<file path="config.mk">
export PLATFORM = sky130hd
export DESIGN_NAME = mcpwm_balance
export DESIGN_NICKNAME = d
export VERILOG_FILES = /design/src/rtl/mcpwm_pkg.sv /design/src/rtl/mcpwm_carrier.sv /design/src/rtl/mcpwm_refcap.sv /design/src/rtl/mcpwm_bands.sv /design/src/rtl/mcpwm_balsel.sv /design/src/rtl/mcpwm_balance.sv
export SDC_FILE = /design/constraint.sdc
export NUM_CORES = 1
export LEC_CHECK = 0
export BUFFER_PORTS_ARGS = -buffer_cell sky130_fd_sc_hd__buf_2
export CORE_AREA = 2 2 92 94
export DETAILED_ROUTE_END_ITERATION = 8
export DIE_AREA = 0 0 94 96
export HOLD_SLACK_MARGIN = 0.12
export PLACE_DENSITY = 0.66
export SLEW_MARGIN = 25
export SYNTH_ARGS = -nofsm -noshare
export SYNTH_HDL_FRONTEND = slang
export SYNTH_HIERARCHICAL = 1
export SYNTH_SLANG_ARGS = --single-unit
</file>
<file path="constraint.sdc">
create_clock -name clk -period 3.4 [get_ports clk]
set_input_delay 0.34 -clock clk [delete_from_list [all_inputs] [get_ports clk]]
set_output_delay 0.34 -clock clk [all_outputs]
set_load 0.02 [all_outputs]
</file>
<file path="src/rtl/mcpwm_pkg.sv">
package mcpwm_pkg;
   typedef enum logic {
      DIR_UP   = 1'b0,
      DIR_DOWN = 1'b1
   } car_dir_e;

   typedef enum logic {
      COMBO_B_TOP = 1'b0,
      COMBO_A_TOP = 1'b1
   } combo_e;
endpackage

</file>
<file path="src/rtl/mcpwm_carrier.sv">
module mcpwm_carrier #(
   parameter int CNT_W = 8
) (
   input  logic             clk,
   input  logic             rst_n,
   input  logic [CNT_W-1:0] lim_in,
   output logic [CNT_W-1:0] cnt_o,
   output logic [CNT_W-1:0] lim_o,
   output logic             valley_o
);
   import mcpwm_pkg::*;

   logic [CNT_W-1:0] cnt_q;
   logic [CNT_W-1:0] lim_q;
   logic [CNT_W-1:0] lim_fix;
   logic [CNT_W:0]   cnt_inc;
   car_dir_e         dir_q;

   assign lim_fix  = (lim_in == '0) ? CNT_W'(1) : lim_in;
   assign cnt_inc  = {1'b0, cnt_q} + (CNT_W+1)'(1);
   assign valley_o = (dir_q == DIR_DOWN) && (cnt_q == CNT_W'(1));

   always_ff @(posedge clk or negedge rst_n) begin
      if (!rst_n) begin
         cnt_q <= '0;
         lim_q <= CNT_W'(1);
         dir_q <= DIR_UP;
      end else if (dir_q == DIR_UP) begin
         cnt_q <= cnt_inc[CNT_W-1:0];
         if (cnt_inc >= {1'b0, lim_q}) begin
            dir_q <= DIR_DOWN;
         end
      end else begin
         cnt_q <= cnt_q - CNT_W'(1);
         if (valley_o) begin
            dir_q <= DIR_UP;
            lim_q <= lim_fix;
         end
      end
   end

   assign cnt_o = cnt_q;
   assign lim_o = lim_q;
endmodule

</file>
<file path="src/rtl/mcpwm_refcap.sv">
module mcpwm_refcap #(
   parameter int REF_W = 12
) (
   input  logic             clk,
   input  logic             rst_n,
   input  logic             load,
   input  logic [REF_W-1:0] ref_in,
   output logic [REF_W-2:0] mag_o,
   output logic             neg_o
);
   logic [REF_W-1:0] ref_q;
   logic [REF_W-1:0] abs_v;

   always_ff @(posedge clk or negedge rst_n) begin
      if (!rst_n) begin
         ref_q <= '0;
      end else if (load) begin
         ref_q <= ref_in;
      end
   end

   assign neg_o = ref_q[REF_W-1];
   assign abs_v = neg_o ? (~ref_q + REF_W'(1)) : ref_q;
   assign mag_o = abs_v[REF_W-1] ? '1 : abs_v[REF_W-2:0];
endmodule

</file>
<file path="src/rtl/mcpwm_bands.sv">
module mcpwm_bands #(
   parameter int CNT_W = 8,
   parameter int MAG_W = 11,
   parameter int NB    = 4
) (
   input  logic [MAG_W-1:0] mag,
   input  logic [CNT_W-1:0] cnt,
   input  logic [CNT_W-1:0] lim,
   output logic [NB-1:0]    band_o
);
   localparam int KW    = $clog2(NB) + 1;
   localparam int TH_W  = CNT_W + KW;
   localparam int CMP_W = ((MAG_W > TH_W) ? MAG_W : TH_W) + 1;

   for (genvar k = 0; k < NB; k++) begin : g_band
      logic [TH_W-1:0] th;
      assign th        = TH_W'(k) * TH_W'(lim) + TH_W'(cnt);
      assign band_o[k] = CMP_W'(mag) > CMP_W'(th);
   end
endmodule

</file>
<file path="src/rtl/mcpwm_balsel.sv">
module mcpwm_balsel (
   input  logic clk,
   input  logic rst_n,
   input  logic valley,
   input  logic band_top,
   output logic combo_o,
   output logic grp_a_o,
   output logic grp_b_o
);
   import mcpwm_pkg::*;

   combo_e combo_q;

   always_ff @(posedge clk or negedge rst_n) begin
      if (!rst_n) begin
         combo_q <= COMBO_B_TOP;
      end else if (valley) begin
         combo_q <= (combo_q == COMBO_B_TOP) ? COMBO_A_TOP : COMBO_B_TOP;
      end
   end

   assign combo_o = (combo_q == COMBO_A_TOP);
   assign grp_b_o = (combo_q == COMBO_B_TOP) ? band_top : ~band_top;
   assign grp_a_o = ~grp_b_o;
endmodule

</file>
<file path="src/rtl/mcpwm_balance.sv">
module mcpwm_balance #(
   parameter int CNT_W     = 8,
   parameter int REF_W     = 12,
   parameter int NUM_BANDS = 4
) (
   input  logic                 clk,
   input  logic                 rst_n,
   input  logic [REF_W-1:0]     ref_in,
   input  logic [CNT_W-1:0]     per_lim,
   output logic                 gate_grp_a,
   output logic                 gate_grp_b,
   output logic [NUM_BANDS-2:0] gate_lvl,
   output logic                 gate_pol,
   output logic                 combo_sel
);
   localparam int MAG_W = REF_W - 1;

   if (CNT_W < 2) begin : g_bad_cnt
      $error("CNT_W must be at least 2");
   end
   if (REF_W < 3) begin : g_bad_ref
      $error("REF_W must be at least 3");
   end
   if (NUM_BANDS < 2) begin : g_bad_nb
      $error("NUM_BANDS must be at least 2");
   end

   logic [CNT_W-1:0]     cnt;
   logic [CNT_W-1:0]     lim;
   logic                 valley;
   logic [MAG_W-1:0]     mag;
   logic                 neg;
   logic [NUM_BANDS-1:0] band;

   mcpwm_carrier #(.CNT_W(CNT_W)) u_carrier (
      .clk      (clk),
      .rst_n    (rst_n),
      .lim_in   (per_lim),
      .cnt_o    (cnt),
      .lim_o    (lim),
      .valley_o (valley)
   );

   mcpwm_refcap #(.REF_W(REF_W)) u_refcap (
      .clk    (clk),
      .rst_n  (rst_n),
      .load   (valley),
      .ref_in (ref_in),
      .mag_o  (mag),
      .neg_o  (neg)
   );

   mcpwm_bands #(.CNT_W(CNT_W), .MAG_W(MAG_W), .NB(NUM_BANDS)) u_bands (
      .mag    (mag),
      .cnt    (cnt),
      .lim    (lim),
      .band_o (band)
   );

   mcpwm_balsel u_balsel (
      .clk      (clk),
      .rst_n    (rst_n),
      .valley   (valley),
      .band_top (band[NUM_BANDS-1]),
      .combo_o  (combo_sel),
      .grp_a_o  (gate_grp_a),
      .grp_b_o  (gate_grp_b)
   );

   assign gate_lvl = band[NUM_BANDS-2:0];
   assign gate_pol = ~neg;
endmodule

</file>
==> key figures <==
Outcome
  – Outcome: finished with violations
  – Failing checks: setup timing

Die
  – Core area: 8050 µm²
  – Site Rows: 33
  – Die width: approximately 94 µm
  – # IOs: 29
  – Initial Util: 46.5%
  – Die Ht: between 90 and 100 µm
  – Die area: about 9000 µm²

Setup path
  – Crit path launch type: flop
  – R2r startpoint: u_carrier/cnt_o[4]
  – Critical Path Sink Type: output pin
  – Crit path DAT: about 3700 ps
  – CP max stage cell: dfstp_2
  – Reg2reg path depth: 5
  – Crit-path max cell delay: approximately 540 ps
  – R2R Path End: u_refcap/ref_q[5]
  – R2R setup slack: 630 ps
  – Required @ worst endpoint: 3060 ps
  – Worst-path maximum fanout: 2
  – Crit path cell chain: inv_2 > fa_1 > inv_1 > ha_2 > fa_2 > a21o_1 > a21oi_2 > o21ai_2 > o41ai_2 > ha_1 > a211o_1 > o21a_4 > xnor2_2 > buf_4
  – Critical path class: reg2out
  – CP top delay family: adder cells
  – CP Buf/Inv Count: 3

Synthesis
  – Ys Warns: 6
  – Seq cells post-synth: 30
  – Cell Area, Synth: about 3700 µm²
  – Post-synth top flop: dfrtp_1
  – Distinct cell type count after synthesis: 50
  – Syn Nets: 511
  – Syn Area/Cell: 9.16 µm²
  – EDFF count, synth: 0
  – Post-synthesis sequential area ratio: 20.1%
  – Gate count after technology mapping: 409
  – FFs w/ async S/R, synth: 100%

Cells and area
  – Fin nets: 589
  – Fin util: between 50% and 60%
  – P&R area growth vs syn: 21.5%
  – Fraction of layout cells with a size suffix above 1: 28.3%
  – Ant diodes: 0
  – Most frequent cells in the layout: 66 x ha_1, 51 x buf_4, 38 x inv_1
  – Commonest non-fill, non-tap cell in the layout: ha_1
  – Final Instance Area: ~4600 µm²
  – Number of fill cells: 738

Worst hold path
  – Cell depth of the worst hold path: 3
  – Min-delay worst type: in2reg
  – Hold EP: u_refcap/ref_q[0]
  – HP Start: ref_in[0]

Place
  – Port Buf Inserts: 28
  – Routability cong.: 0.897
  – HPWL Detailed: about 7500 µm
  – Area of placed instances: between 4000 and 5000 µm²

Clocking
  – Depth of the CTS H-tree: 2
  – Worst-Skew Late Latency: approximately 290 ps
  – CTS tree: built
  – Root Driver: clkbuf_8
  – Clk sinks: 30
  – CTS buffer count: 5
  – Clock Pin Slew Worst Setup and Hold Paths: roughly 70 ps
  – Clk buf depth: 2

Global routing
  – First-pass GRT wire length: between 15000 and 20000 µm
  – Vias in the first global route: roughly 3300
  – Initial antenna violation count: 0
  – Gr ovfl total: 0
  – GRT Overall Usage: roughly 23%
  – Largest net degree at the start of global routing: 31

STA
  – Fin Hold WS: 246 ps
  – Fin crit share: 119%
  – Max Transition Viols Final: 0
  – Max Clk Rate: between 200 and 250 MHz
  – Setup TNS: -1690 ps
  – Worst slew margin: around 50%
  – PnR worst setup slack: -658 ps
  – Setup Viol. Count Final: 5
  – Min Tclk post-route: just over 4000 ps
  – Final Hold Violating Endpoints: 0
  – Worst Max-Slew Pin Slew: 758 ps
  – Skew final: between 10 and 15 ps
  – RSZ-0062 raised after global routing: true

Routing
  – Routed len/inst: 15.9 µm
  – Post-route ant nets: 0
  – DRC viols: 0
  – DR vias/cell: 5.52
  – DR pass1 iterations: 5
  – Drt first-iter violations: ~180
  – Vias: 3274
  – Final wirelength: between 9000 and 10000 µm

Run
  – Total of max-cap violations: 0
registers in the layout, summed over array words and instances, names as in the netlist:
signal            cells
u_balsel/combo_o      1
u_carrier/cnt_o       8
u_carrier/dir_q       1
u_carrier/lim_o       8
u_refcap/ref_q       12
synthesized netlist by cell type, types with 5 or more instances:
cell      number  share of area, %
nor3_1        13               1.7
nor2b_1        9               1.5
ha_1          70                23
inv_1         39               3.9
xor2_1        26               6.1
o21bai_1       6               1.2
mux2_4         6               2.4
nand4_1        9               1.5
a21o_1         9               1.8
nand2_1       29               2.9
o21ai_0       17               2.3
a31oi_1        6               1.0
dfrtp_1       29                19
xnor2_1       14               3.3
a21oi_1       19               2.5
nand3_1        8               1.1
o21a_1         5               1.0
mux2_2        11               3.3
nor2_1        19               1.9
fa_1          10               5.3
layout make-up:
class	instances	area [µm²]	share of cell area (%)
multi-input cells	333	2890	63.5
flip-flops and latches	30	753	16.6
repair buffers	78	536	11.8
inverters	39	146	3.22
well taps	105	131	2.89
clock buffers	6	82.6	1.81
clock inverters	2	12.5	0.275
how the worst max path moves through the flow:
stage                       start         end  depth (start not counted)
2_1_floorplan  u_carrier/lim_o[0]  gate_grp_a                         13
3_3_place_gp   u_carrier/lim_o[0]  gate_grp_b                         14
3_5_place_dp   u_carrier/lim_o[0]  gate_grp_a                         17
4_1_cts        u_carrier/lim_o[0]  gate_grp_b                         14
5_1_grt        u_carrier/lim_o[0]  gate_grp_a                         14
6_report       u_carrier/lim_o[0]  gate_grp_a                         14
per-layer routing:
metal	GRT usage (%)	routed length, µm
met5	0	0
met4	7.13	228
met3	2.82	338
met2	38.3	4450
met1	30.4	4440
what timing repair did:
action                                 in CTS  in global routing
pin swaps                                  11                  8
gates resized for setup                    17                  5
cloned                                      0                  0
setup endpoints to repair                   5                  5
hold buffers                                1                  0
endpoints found under the hold margin      22                  0
setup buffers                               3                  0
worst register-to-register path, delay by kind of cell (launching register included):
| kind | cells | cell delay (ps) |
|---|---|---|
| multiplexers | 1 | 400 |
| AND/OR/NAND/NOR | 2 | 1200 |
| buffers and inverters | 2 | 630 |
| flip-flops | 1 | 420 |
metrics by stage:
step                      std cells  worst slack, ps
final                           593             -658
after global routing            593             -790
after CTS                       593             -696
after detailed placement        581             -383
after global placement          581             -333
after floorplan                 409             -240
cells by family after synthesis:
| family | count (synthesis) | share of synthesized area (%) |
|---|---|---|
| flip-flops | 30 | 20.1 |
| AND/OR/NAND/NOR | 106 | 14.7 |
| multiplexers | 17 | 5.71 |
| XOR/XNOR | 40 | 9.36 |
| AO/OA/AOI/OAI | 90 | 16.4 |
| adder cells (fa/ha/maj) | 80 | 28.7 |
| buffers and inverters | 46 | 5.04 |
Power is left out: the tool's default activity adds up to more than one toggle a clock period on the data nets, which glitch-free logic cannot reach.
